`config.mk`:
```
export PLATFORM = sky130hd
export DESIGN_NAME = tt_cfg_gen
export DESIGN_NICKNAME = d
export VERILOG_FILES = /design/src/rtl/tt_pkg.sv /design/src/rtl/tt_meta_rf.sv /design/src/rtl/tt_seed_alloc.sv /design/src/rtl/tt_meta_alu.sv /design/src/rtl/tt_cfg_gen.sv
export SDC_FILE = /design/constraint.sdc
export NUM_CORES = 1
export LEC_CHECK = 0
export BUFFER_PORTS_ARGS = -buffer_cell sky130_fd_sc_hd__buf_4
export CAP_MARGIN = 20
export CORE_MARGIN = 5
export CORE_UTILIZATION = 63
export DETAILED_ROUTE_END_ITERATION = 10
export PLACE_DENSITY = 0.82
export SLEW_MARGIN = 25
export SYNTH_ARGS = -nofsm -noshare
export SYNTH_HDL_FRONTEND = slang
export SYNTH_HIERARCHICAL = 1
export SYNTH_SLANG_ARGS = --single-unit
export TNS_END_PERCENT = 50
```
`constraint.sdc`:
```
create_clock -name clk -period 11.9 [get_ports clk]
set_input_delay 1.785 -clock clk [delete_from_list [all_inputs] [get_ports clk]]
set_output_delay 1.785 -clock clk [all_outputs]
set_load 0.005 [all_outputs]
```
`src/rtl/tt_pkg.sv`:
```
package tt_pkg;
  typedef enum logic [1:0] {
    OP_AND = 2'd0,
    OP_OR  = 2'd1,
    OP_XOR = 2'd2,
    OP_ADD = 2'd3
  } tt_op_e;
endpackage

```
`src/rtl/tt_meta_rf.sv`:
```
module tt_meta_rf #(
  parameter int NREG = 16,
  parameter int W    = 8,
  localparam int AW  = $clog2(NREG)
) (
  input  logic          clk,
  input  logic          rst_n,
  input  logic          clr,
  input  logic          wr_en,
  input  logic [AW-1:0] wr_addr,
  input  logic [W-1:0]  wr_data,
  input  logic [AW-1:0] rd_a_addr,
  input  logic [AW-1:0] rd_b_addr,
  input  logic [AW-1:0] rd_c_addr,
  output logic [W-1:0]  rd_a_data,
  output logic [W-1:0]  rd_b_data,
  output logic [W-1:0]  rd_c_data,
  output logic          rd_a_def,
  output logic          rd_b_def
);
  logic [W-1:0]    mem [NREG];
  logic [NREG-1:0] def_q;

  always_ff @(posedge clk or negedge rst_n) begin
    if (!rst_n) begin
      def_q <= '0;
    end else if (clr) begin
      def_q <= '0;
    end else if (wr_en) begin
      def_q[wr_addr] <= 1'b1;
    end
  end

  always_ff @(posedge clk) begin
    if (wr_en && !clr) mem[wr_addr] <= wr_data;
  end

  assign rd_a_data = mem[rd_a_addr];
  assign rd_b_data = mem[rd_b_addr];
  assign rd_c_data = mem[rd_c_addr];
  assign rd_a_def  = def_q[rd_a_addr];
  assign rd_b_def  = def_q[rd_b_addr];

  p_clear_forgets_r8: assert property (@(posedge clk) disable iff (!rst_n)
    clr |=> (def_q == '0));
  p_write_marks_r2: assert property (@(posedge clk) disable iff (!rst_n)
    (wr_en && !clr) |=> def_q[$past(wr_addr)]);
endmodule

```
`src/rtl/tt_seed_alloc.sv`:
```
module tt_seed_alloc #(
  parameter int NIN  = 2,
  parameter int NREG = 16,
  localparam int W   = 1 << (NIN + 1),
  localparam int AW  = $clog2(NREG),
  localparam int CW  = $clog2(NIN + 2)
) (
  input  logic          clk,
  input  logic          rst_n,
  input  logic          clr,
  input  logic          take,
  input  logic [AW-1:0] src_a,
  input  logic [AW-1:0] src_b,
  input  logic          a_def,
  input  logic          b_def,
  output logic [W-1:0]  a_seed,
  output logic [W-1:0]  b_seed,
  output logic [W-1:0]  cin_pat,
  output logic          overflow
);
  logic [W-1:0]  pat [NIN+1];
  logic [AW-1:0] slot_q [NIN];
  logic [CW-1:0] cnt_q;

  for (genvar k = 0; k <= NIN; k++) begin : g_pat
    for (genvar i = 0; i < W; i++) begin : g_bit
      assign pat[k][i] = ((i >> k) & 1) == 1;
    end
  end
  assign cin_pat = pat[NIN];

  logic          a_hit, b_hit, a_new, b_new, b_same;
  logic [CW-1:0] a_sel, b_sel;
  logic [CW:0]   need;

  always_comb begin
    a_hit = 1'b0;
    b_hit = 1'b0;
    a_sel = cnt_q;
    b_sel = cnt_q;
    for (int k = 0; k < NIN; k++) begin
      if (CW'(k) < cnt_q && slot_q[k] == src_a) begin
        a_hit = 1'b1;
        a_sel = CW'(k);
      end
      if (CW'(k) < cnt_q && slot_q[k] == src_b) begin
        b_hit = 1'b1;
        b_sel = CW'(k);
      end
    end
    a_new  = !a_def && !a_hit;
    b_same = !b_def && !b_hit && a_new && (src_b == src_a);
    b_new  = !b_def && !b_hit && !b_same;
    if (b_new) b_sel = cnt_q + CW'(a_new);
    need     = {1'b0, cnt_q} + (CW+1)'(a_new) + (CW+1)'(b_new);
    overflow = need > (CW+1)'(NIN);
    a_seed = '0;
    b_seed = '0;
    for (int k = 0; k < NIN; k++) begin
      if (a_sel == CW'(k)) a_seed = pat[k];
      if (b_sel == CW'(k)) b_seed = pat[k];
    end
  end

  always_ff @(posedge clk or negedge rst_n) begin
    if (!rst_n) begin
      cnt_q <= '0;
      for (int k = 0; k < NIN; k++) slot_q[k] <= '0;
    end else if (clr) begin
      cnt_q <= '0;
    end else if (take && !overflow) begin
      for (int k = 0; k < NIN; k++) begin
        if (a_new && cnt_q == CW'(k)) slot_q[k] <= src_a;
        if (b_new && (cnt_q + CW'(a_new)) == CW'(k)) slot_q[k] <= src_b;
      end
      cnt_q <= need[CW-1:0];
    end
  end

  p_seed_bound_r6: assert property (@(posedge clk) disable iff (!rst_n)
    cnt_q <= CW'(NIN));
  p_overflow_holds_r6: assert property (@(posedge clk) disable iff (!rst_n)
    (take && overflow && !clr) |=> (cnt_q == $past(cnt_q)));
endmodule

```
`src/rtl/tt_meta_alu.sv`:
```
module tt_meta_alu
  import tt_pkg::*;
#(
  parameter int W = 8
) (
  input  tt_op_e       op,
  input  logic [W-1:0] a,
  input  logic [W-1:0] b,
  input  logic [W-1:0] cin_pat,
  output logic [W-1:0] res,
  output logic [W-1:0] gen,
  output logic [W-1:0] prop
);
  assign gen  = a & b;
  assign prop = a ^ b;

  always_comb begin
    unique case (op)
      OP_AND:  res = a & b;
      OP_OR:   res = a | b;
      OP_XOR:  res = a ^ b;
      default: res = prop ^ cin_pat;
    endcase
  end
endmodule

```
`src/rtl/tt_cfg_gen.sv`:
```
module tt_cfg_gen
  import tt_pkg::*;
#(
  parameter int NIN  = 2,
  parameter int NREG = 16,
  localparam int W   = 1 << (NIN + 1),
  localparam int AW  = $clog2(NREG)
) (
  input  logic          clk,
  input  logic          rst_n,
  input  logic          instr_valid,
  output logic          instr_ready,
  input  logic [1:0]    instr_op,
  input  logic [AW-1:0] instr_dst,
  input  logic [AW-1:0] instr_src_a,
  input  logic [AW-1:0] instr_src_b,
  input  logic          cfg_done,
  output logic          cfg_valid,
  output logic          cfg_err,
  output logic [W-1:0]  gen_lut,
  output logic [W-1:0]  prop_lut,
  output logic [W-1:0]  out_lut
);
  tt_op_e        op;
  logic          accept, err_now, wr_en;
  logic          add_seen_q, err_q, any_wr_q;
  logic [AW-1:0] last_dst_q;
  logic [W-1:0]  gen_q, prop_q;
  logic [W-1:0]  rf_a, rf_b, rf_c, seed_a, seed_b, cin_pat;
  logic          def_a, def_b, seed_ovf;
  logic [W-1:0]  opnd_a, opnd_b, alu_res, alu_gen, alu_prop;

  assign op          = tt_op_e'(instr_op);
  assign instr_ready = !cfg_done;
  assign accept      = instr_valid && instr_ready;
  assign err_now     = seed_ovf || (op == OP_ADD && add_seen_q);
  assign wr_en       = accept && !err_q && !err_now;

  tt_meta_rf #(.NREG(NREG), .W(W)) u_rf (
    .clk(clk), .rst_n(rst_n), .clr(cfg_done),
    .wr_en(wr_en), .wr_addr(instr_dst), .wr_data(alu_res),
    .rd_a_addr(instr_src_a), .rd_b_addr(instr_src_b), .rd_c_addr(last_dst_q),
    .rd_a_data(rf_a), .rd_b_data(rf_b), .rd_c_data(rf_c),
    .rd_a_def(def_a), .rd_b_def(def_b)
  );

  tt_seed_alloc #(.NIN(NIN), .NREG(NREG)) u_seed (
    .clk(clk), .rst_n(rst_n), .clr(cfg_done),
    .take(accept && !err_q),
    .src_a(instr_src_a), .src_b(instr_src_b),
    .a_def(def_a), .b_def(def_b),
    .a_seed(seed_a), .b_seed(seed_b), .cin_pat(cin_pat),
    .overflow(seed_ovf)
  );

  assign opnd_a = def_a ? rf_a : seed_a;
  assign opnd_b = def_b ? rf_b : seed_b;

  tt_meta_alu #(.W(W)) u_alu (
    .op(op), .a(opnd_a), .b(opnd_b), .cin_pat(cin_pat),
    .res(alu_res), .gen(alu_gen), .prop(alu_prop)
  );

  always_ff @(posedge clk or negedge rst_n) begin
    if (!rst_n) begin
      add_seen_q <= 1'b0;
      err_q      <= 1'b0;
      any_wr_q   <= 1'b0;
      last_dst_q <= '0;
      gen_q      <= '0;
      prop_q     <= '0;
    end else if (cfg_done) begin
      add_seen_q <= 1'b0;
      err_q      <= 1'b0;
      any_wr_q   <= 1'b0;
      gen_q      <= '0;
      prop_q     <= '0;
    end else if (accept) begin
      if (err_now) err_q <= 1'b1;
      if (wr_en) begin
        any_wr_q   <= 1'b1;
        last_dst_q <= instr_dst;
        if (op == OP_ADD) begin
          add_seen_q <= 1'b1;
          gen_q      <= alu_gen;
          prop_q     <= alu_prop;
        end
      end
    end
  end

  always_ff @(posedge clk or negedge rst_n) begin
    if (!rst_n) begin
      cfg_valid <= 1'b0;
      cfg_err   <= 1'b0;
      gen_lut   <= '0;
      prop_lut  <= '0;
      out_lut   <= '0;
    end else if (cfg_done) begin
      cfg_valid <= !err_q;
      cfg_err   <= err_q;
      gen_lut   <= err_q ? '0 : gen_q;
      prop_lut  <= err_q ? '0 : prop_q;
      out_lut   <= (err_q || !any_wr_q) ? '0 : rf_c;
    end
  end

  p_err_tables_zero_r7: assert property (@(posedge clk) disable iff (!rst_n)
    cfg_err |-> (gen_lut == '0 && prop_lut == '0 && out_lut == '0));
  p_valid_err_excl_r5: assert property (@(posedge clk) disable iff (!rst_n)
    !(cfg_valid && cfg_err));
  p_add_sticky_r5: assert property (@(posedge clk) disable iff (!rst_n)
    (add_seen_q && !cfg_done) |=> add_seen_q);
  p_out_hold_r8: assert property (@(posedge clk) disable iff (!rst_n)
    !cfg_done |=> ($stable(out_lut) && $stable(cfg_valid) && $stable(gen_lut)));
  p_no_take_on_done_r8: assert property (@(posedge clk) disable iff (!rst_n)
    (cfg_done && instr_valid) |=> !$past(wr_en));
endmodule

```
==> impl_metrics.json <==
{
  "yosys_warnings": 6,
  "drt-pass1-iter-count": 6,
  "grt_setup_unrepaired": "no",
  "fmax_mhz": 133,
  "dieHeight_microns": 147,
  "port_buffers": 44,
  "mostFrequentLayoutCells": "edfxtp_1 (128), dfrtp_1 (74), mux4_2 (69), buf_4 (52), a22oi_1 (52)",
  "grt_pass1_wl_microns": 46400,
  "post_cts_buffers": 0,
  "place_area_sq_um": 12100,
  "num_rows": 50,
  "wl_per_cell_microns": 28.2,
  "synth.top_cell.area_share": 0.323,
  "pwr-share-comb": 0.299,
  "syn_area_per_cell_sq_um": 14.6,
  "timing.hold.worst.start": "prop_q[2]$_DFFE_PN0P_",
  "netlist_area_sq_um": 11900,
  "ir_drop_mv": 0.185,
  "finClkSkew_ns": 0.0142,
  "antenna_found_initial": 0,
  "slew_headroom": 0.301,
  "fp.dieW_microns": 147,
  "placedCellCount": 1038,
  "tns_ns": 0,
  "hold_path.class": "flop to flop",
  "cp_top_family": "simple AND/OR/NAND/NOR gates",
  "initialDrtViolationCount": 867,
  "worst_pin_slew_ns": 1.05,
  "crit_type": "input port to flop",
  "drive_above_1_share": 0.261,
  "clk_path_buf_depth": 3,
  "grt_pass1_vias": 7613,
  "sequentialPowerShare": 0.408,
  "ys_seq_area_frac": 0.481,
  "hold_violations": 0,
  "clkSinkCount": 203,
  "drtAntennaViolNets": 0,
  "cp_common_cell": "inv_1",
  "yosys.cell_types.count": 71,
  "final-setup-viol-count": 0,
  "ys_seq_elements": 203,
  "outcome": "complete, no violations",
  "synthArstFlopShare": 0.369,
  "clkPwrFrac": 0.294,
  "power_switching_share": 0.328,
  "routed_wirelength_microns": 30400,
  "drv_slew": 0,
  "multi_input_area_sq_um": 5530,
  "r2r-start": "u_rf/def_q[9]$_DFFE_PN0P_",
  "design_area_sq_um": 12800,
  "path_buf_inv": 3,
  "nNetsFinal": 866,
  "end_kind": "flop",
  "final_common_cell": "edfxtp_1",
  "grt_max_degree": 76,
  "drc": 0,
  "h-tree-depth": 1,
  "synthCells": 817,
  "clock_latency_ns": 0.52,
  "ys.flop_type": "edfxtp_1",
  "power_switching_uw": 745,
  "period_minus_slack_ns": 7.52,
  "vias": 7788,
  "cts_resized": 0,
  "critPathArrivalTime_ns": 7.65,
  "internal-power_mw": 1.52,
  "yosysTopAreaCell": "edfxtp_1",
  "startpoint": "instr_src_b[0]",
  "fin_util": 0.686,
  "synth_edf_count": 128,
  "cts_tree": "built",
  "slowest_delay_ns": 0.85,
  "area_delta_synth_final_pct": 7.48,
  "grt_overflow_total": 0,
  "stdcell_count": 1078,
  "crit_slowest_cell": "nor2_1",
  "required_ns": 12.03,
  "cts_buffers": 22,
  "netlist_top_cells_area": "edfxtp_1 (32%), dfrtp_1 (16%), mux4_2 (13%)",
  "diodes": 0,
  "n_fill_cell": 1230,
  "path_clk_slew_ns": 0.06,
  "core_sq_um": 18600,
  "ios": 45,
  "final-seq-area_sq_um": 5720,
  "routabilityCongestion": 0.985,
  "die_area_sq_um": 21700,
  "holdBufCountCts": 0,
  "startpoint_type": "input port",
  "track_usage": 0.280,
  "via_per_inst": 7.22,
  "path_max_fanout": 41,
  "post-route-period-util": 0.632,
  "p_leak_nw": 5.00,
  "power.density_nw_per_um2": 177,
  "cts_root_buffer": "clkbuf_16",
  "dpl.hpwl_microns": 21000,
  "initial_core_util": 0.638,
  "drv_cap": 0,
  "path_cells": "buf_4, mux4_1, a22oi_1, nand2_1, a311oi_2, inv_1, fa_1, ha_1, nand3b_1, and2_1, or4b_4, a31o_2, inv_1, or4b_1, nor2_1"
}
[cells in the mapped netlist (all sizes together), types with 3 or more instances]
| master | n |
|---|---|
| nand2 | 43 |
| o22ai | 5 |
| xor2 | 5 |
| nor2 | 22 |
| a311oi | 3 |
| ha | 19 |
| mux2i | 11 |
| nor2b | 20 |
| o2bb2ai | 11 |
| inv | 36 |
| a22oi | 52 |
| a21o | 22 |
| a22o | 16 |
| or3 | 4 |
| xnor2 | 16 |
| nand3 | 24 |
| a21oi | 9 |
| edfxtp | 128 |
| buf | 60 |
| mux2 | 37 |
| mux4 | 104 |
| clkbuf | 14 |
| o21ai | 10 |
| dfrtp | 75 |
| a211oi | 8 |
| nor3 | 18 |
| and2 | 7 |
| nand2b | 8 |
[worst reg2reg max path: stages, from the launching register on]
cell and delay (ns):
dfrtp_1 0.43, mux4_1 0.53, a22oi_1 0.20, nand2_1 0.39, a311oi_2 0.42, inv_1 0.10, fa_1 0.44, ha_1 0.32
nand3b_1 0.11, and2_1 0.22, or4b_4 0.51, a31o_2 0.31, inv_1 0.14, or4b_1 0.57, nor2_1 0.85
[state kept, by name, summed over array words and instances, names as in the netlist]
| name | count |
|---|---|
| u_rf/mem | 128 |
| u_rf/def_q | 16 |
| gen_lut | 8 |
| gen_q | 8 |
| out_lut | 8 |
| prop_lut | 8 |
| prop_q | 8 |
| u_seed/slot_q | 8 |
| last_dst_q | 4 |
| u_seed/cnt_q | 2 |
| add_seen_q | 1 |
| any_wr_q | 1 |
| cfg_err | 1 |
| cfg_valid | 1 |
| err_q | 1 |
[cell families (layout without fill, tap and decap cells)]
group / Yosys count / count (layout) / synth area share
flops: 203 / 203 / 0.481
simple gates: 159 / 159 / 0.0712
mux: 152 / 152 / 0.252
compound gates: 146 / 146 / 0.0962
buf+inv: 114 / 131 / 0.0594
xor+xnor: 21 / 21 / 0.0183
fa+ha+maj: 20 / 20 / 0.0217
other cells: 2 / 12 / 0.000631
[routing by layer]
| metal | vias to the layer above | global-route usage | wire length [microns] | share of wire |
|---|---|---|---|---|
| met5 | - | 0 | 0 | 0 |
| met4 | 0 | 0.0876 | 1130 | 0.037 |
| met3 | 72 | 0.0527 | 3360 | 0.11 |
| met2 | 528 | 0.443 | 14100 | 0.46 |
| met1 | 3947 | 0.403 | 11900 | 0.39 |
| li1 | 3241 | - | - | - |
[final timing paths]
kind | to | slack, ns | cells past startpoint
max reg2reg | u_rf/mem[12][1]$_DFFE_PP_ | 5.98 | 14
max | u_rf/mem[12][1]$_DFFE_PP_ | 4.38 | 15
max in group asynchronous | last_dst_q[0]$_DFFE_PN0P_ | 10.05 | 1
min | prop_lut[2]$_DFFE_PN0P_ | 0.48 | 1
min reg2reg | prop_lut[2]$_DFFE_PN0P_ | 0.48 | 1
min in group asynchronous | u_seed/slot_q[2]$_DFFE_PN0P_ | 1.30 | 1
[final cells by class]
class,count,share of cell area
multi-input cells,510,0.432
inverters,38,0.0112
flip-flops and latches,203,0.448
well taps,234,0.0229
repair buffers,53,0.0314
clock inverters,14,0.00900
clock buffers,26,0.0459
[power by group through the flow]
stage / sequential [mW] / combinational, mW / clock, mW
3_3_place_gp: 0.933 / 0.644 / 0
2_1_floorplan: 0.889 / 0.512 / 0
5_1_grt: 0.936 / 0.720 / 0.708
3_5_place_dp: 0.938 / 0.663 / 0
6_report: 0.924 / 0.677 / 0.666
4_1_cts: 0.925 / 0.666 / 0.672
[stage by stage]
stage / hold WS (ns) / setup slack, ns / power, mW
2_1_floorplan: 0.455 / 5.19 / 1.40
3_3_place_gp: 0.469 / 4.12 / 1.58
3_5_place_dp: 0.469 / 3.80 / 1.60
4_1_cts: 0.486 / 4.31 / 2.26
5_1_grt: 0.505 / 4.28 / 2.36
6_report: 0.484 / 4.38 / 2.27
Note: power is estimated with default switching activity, not from simulation.
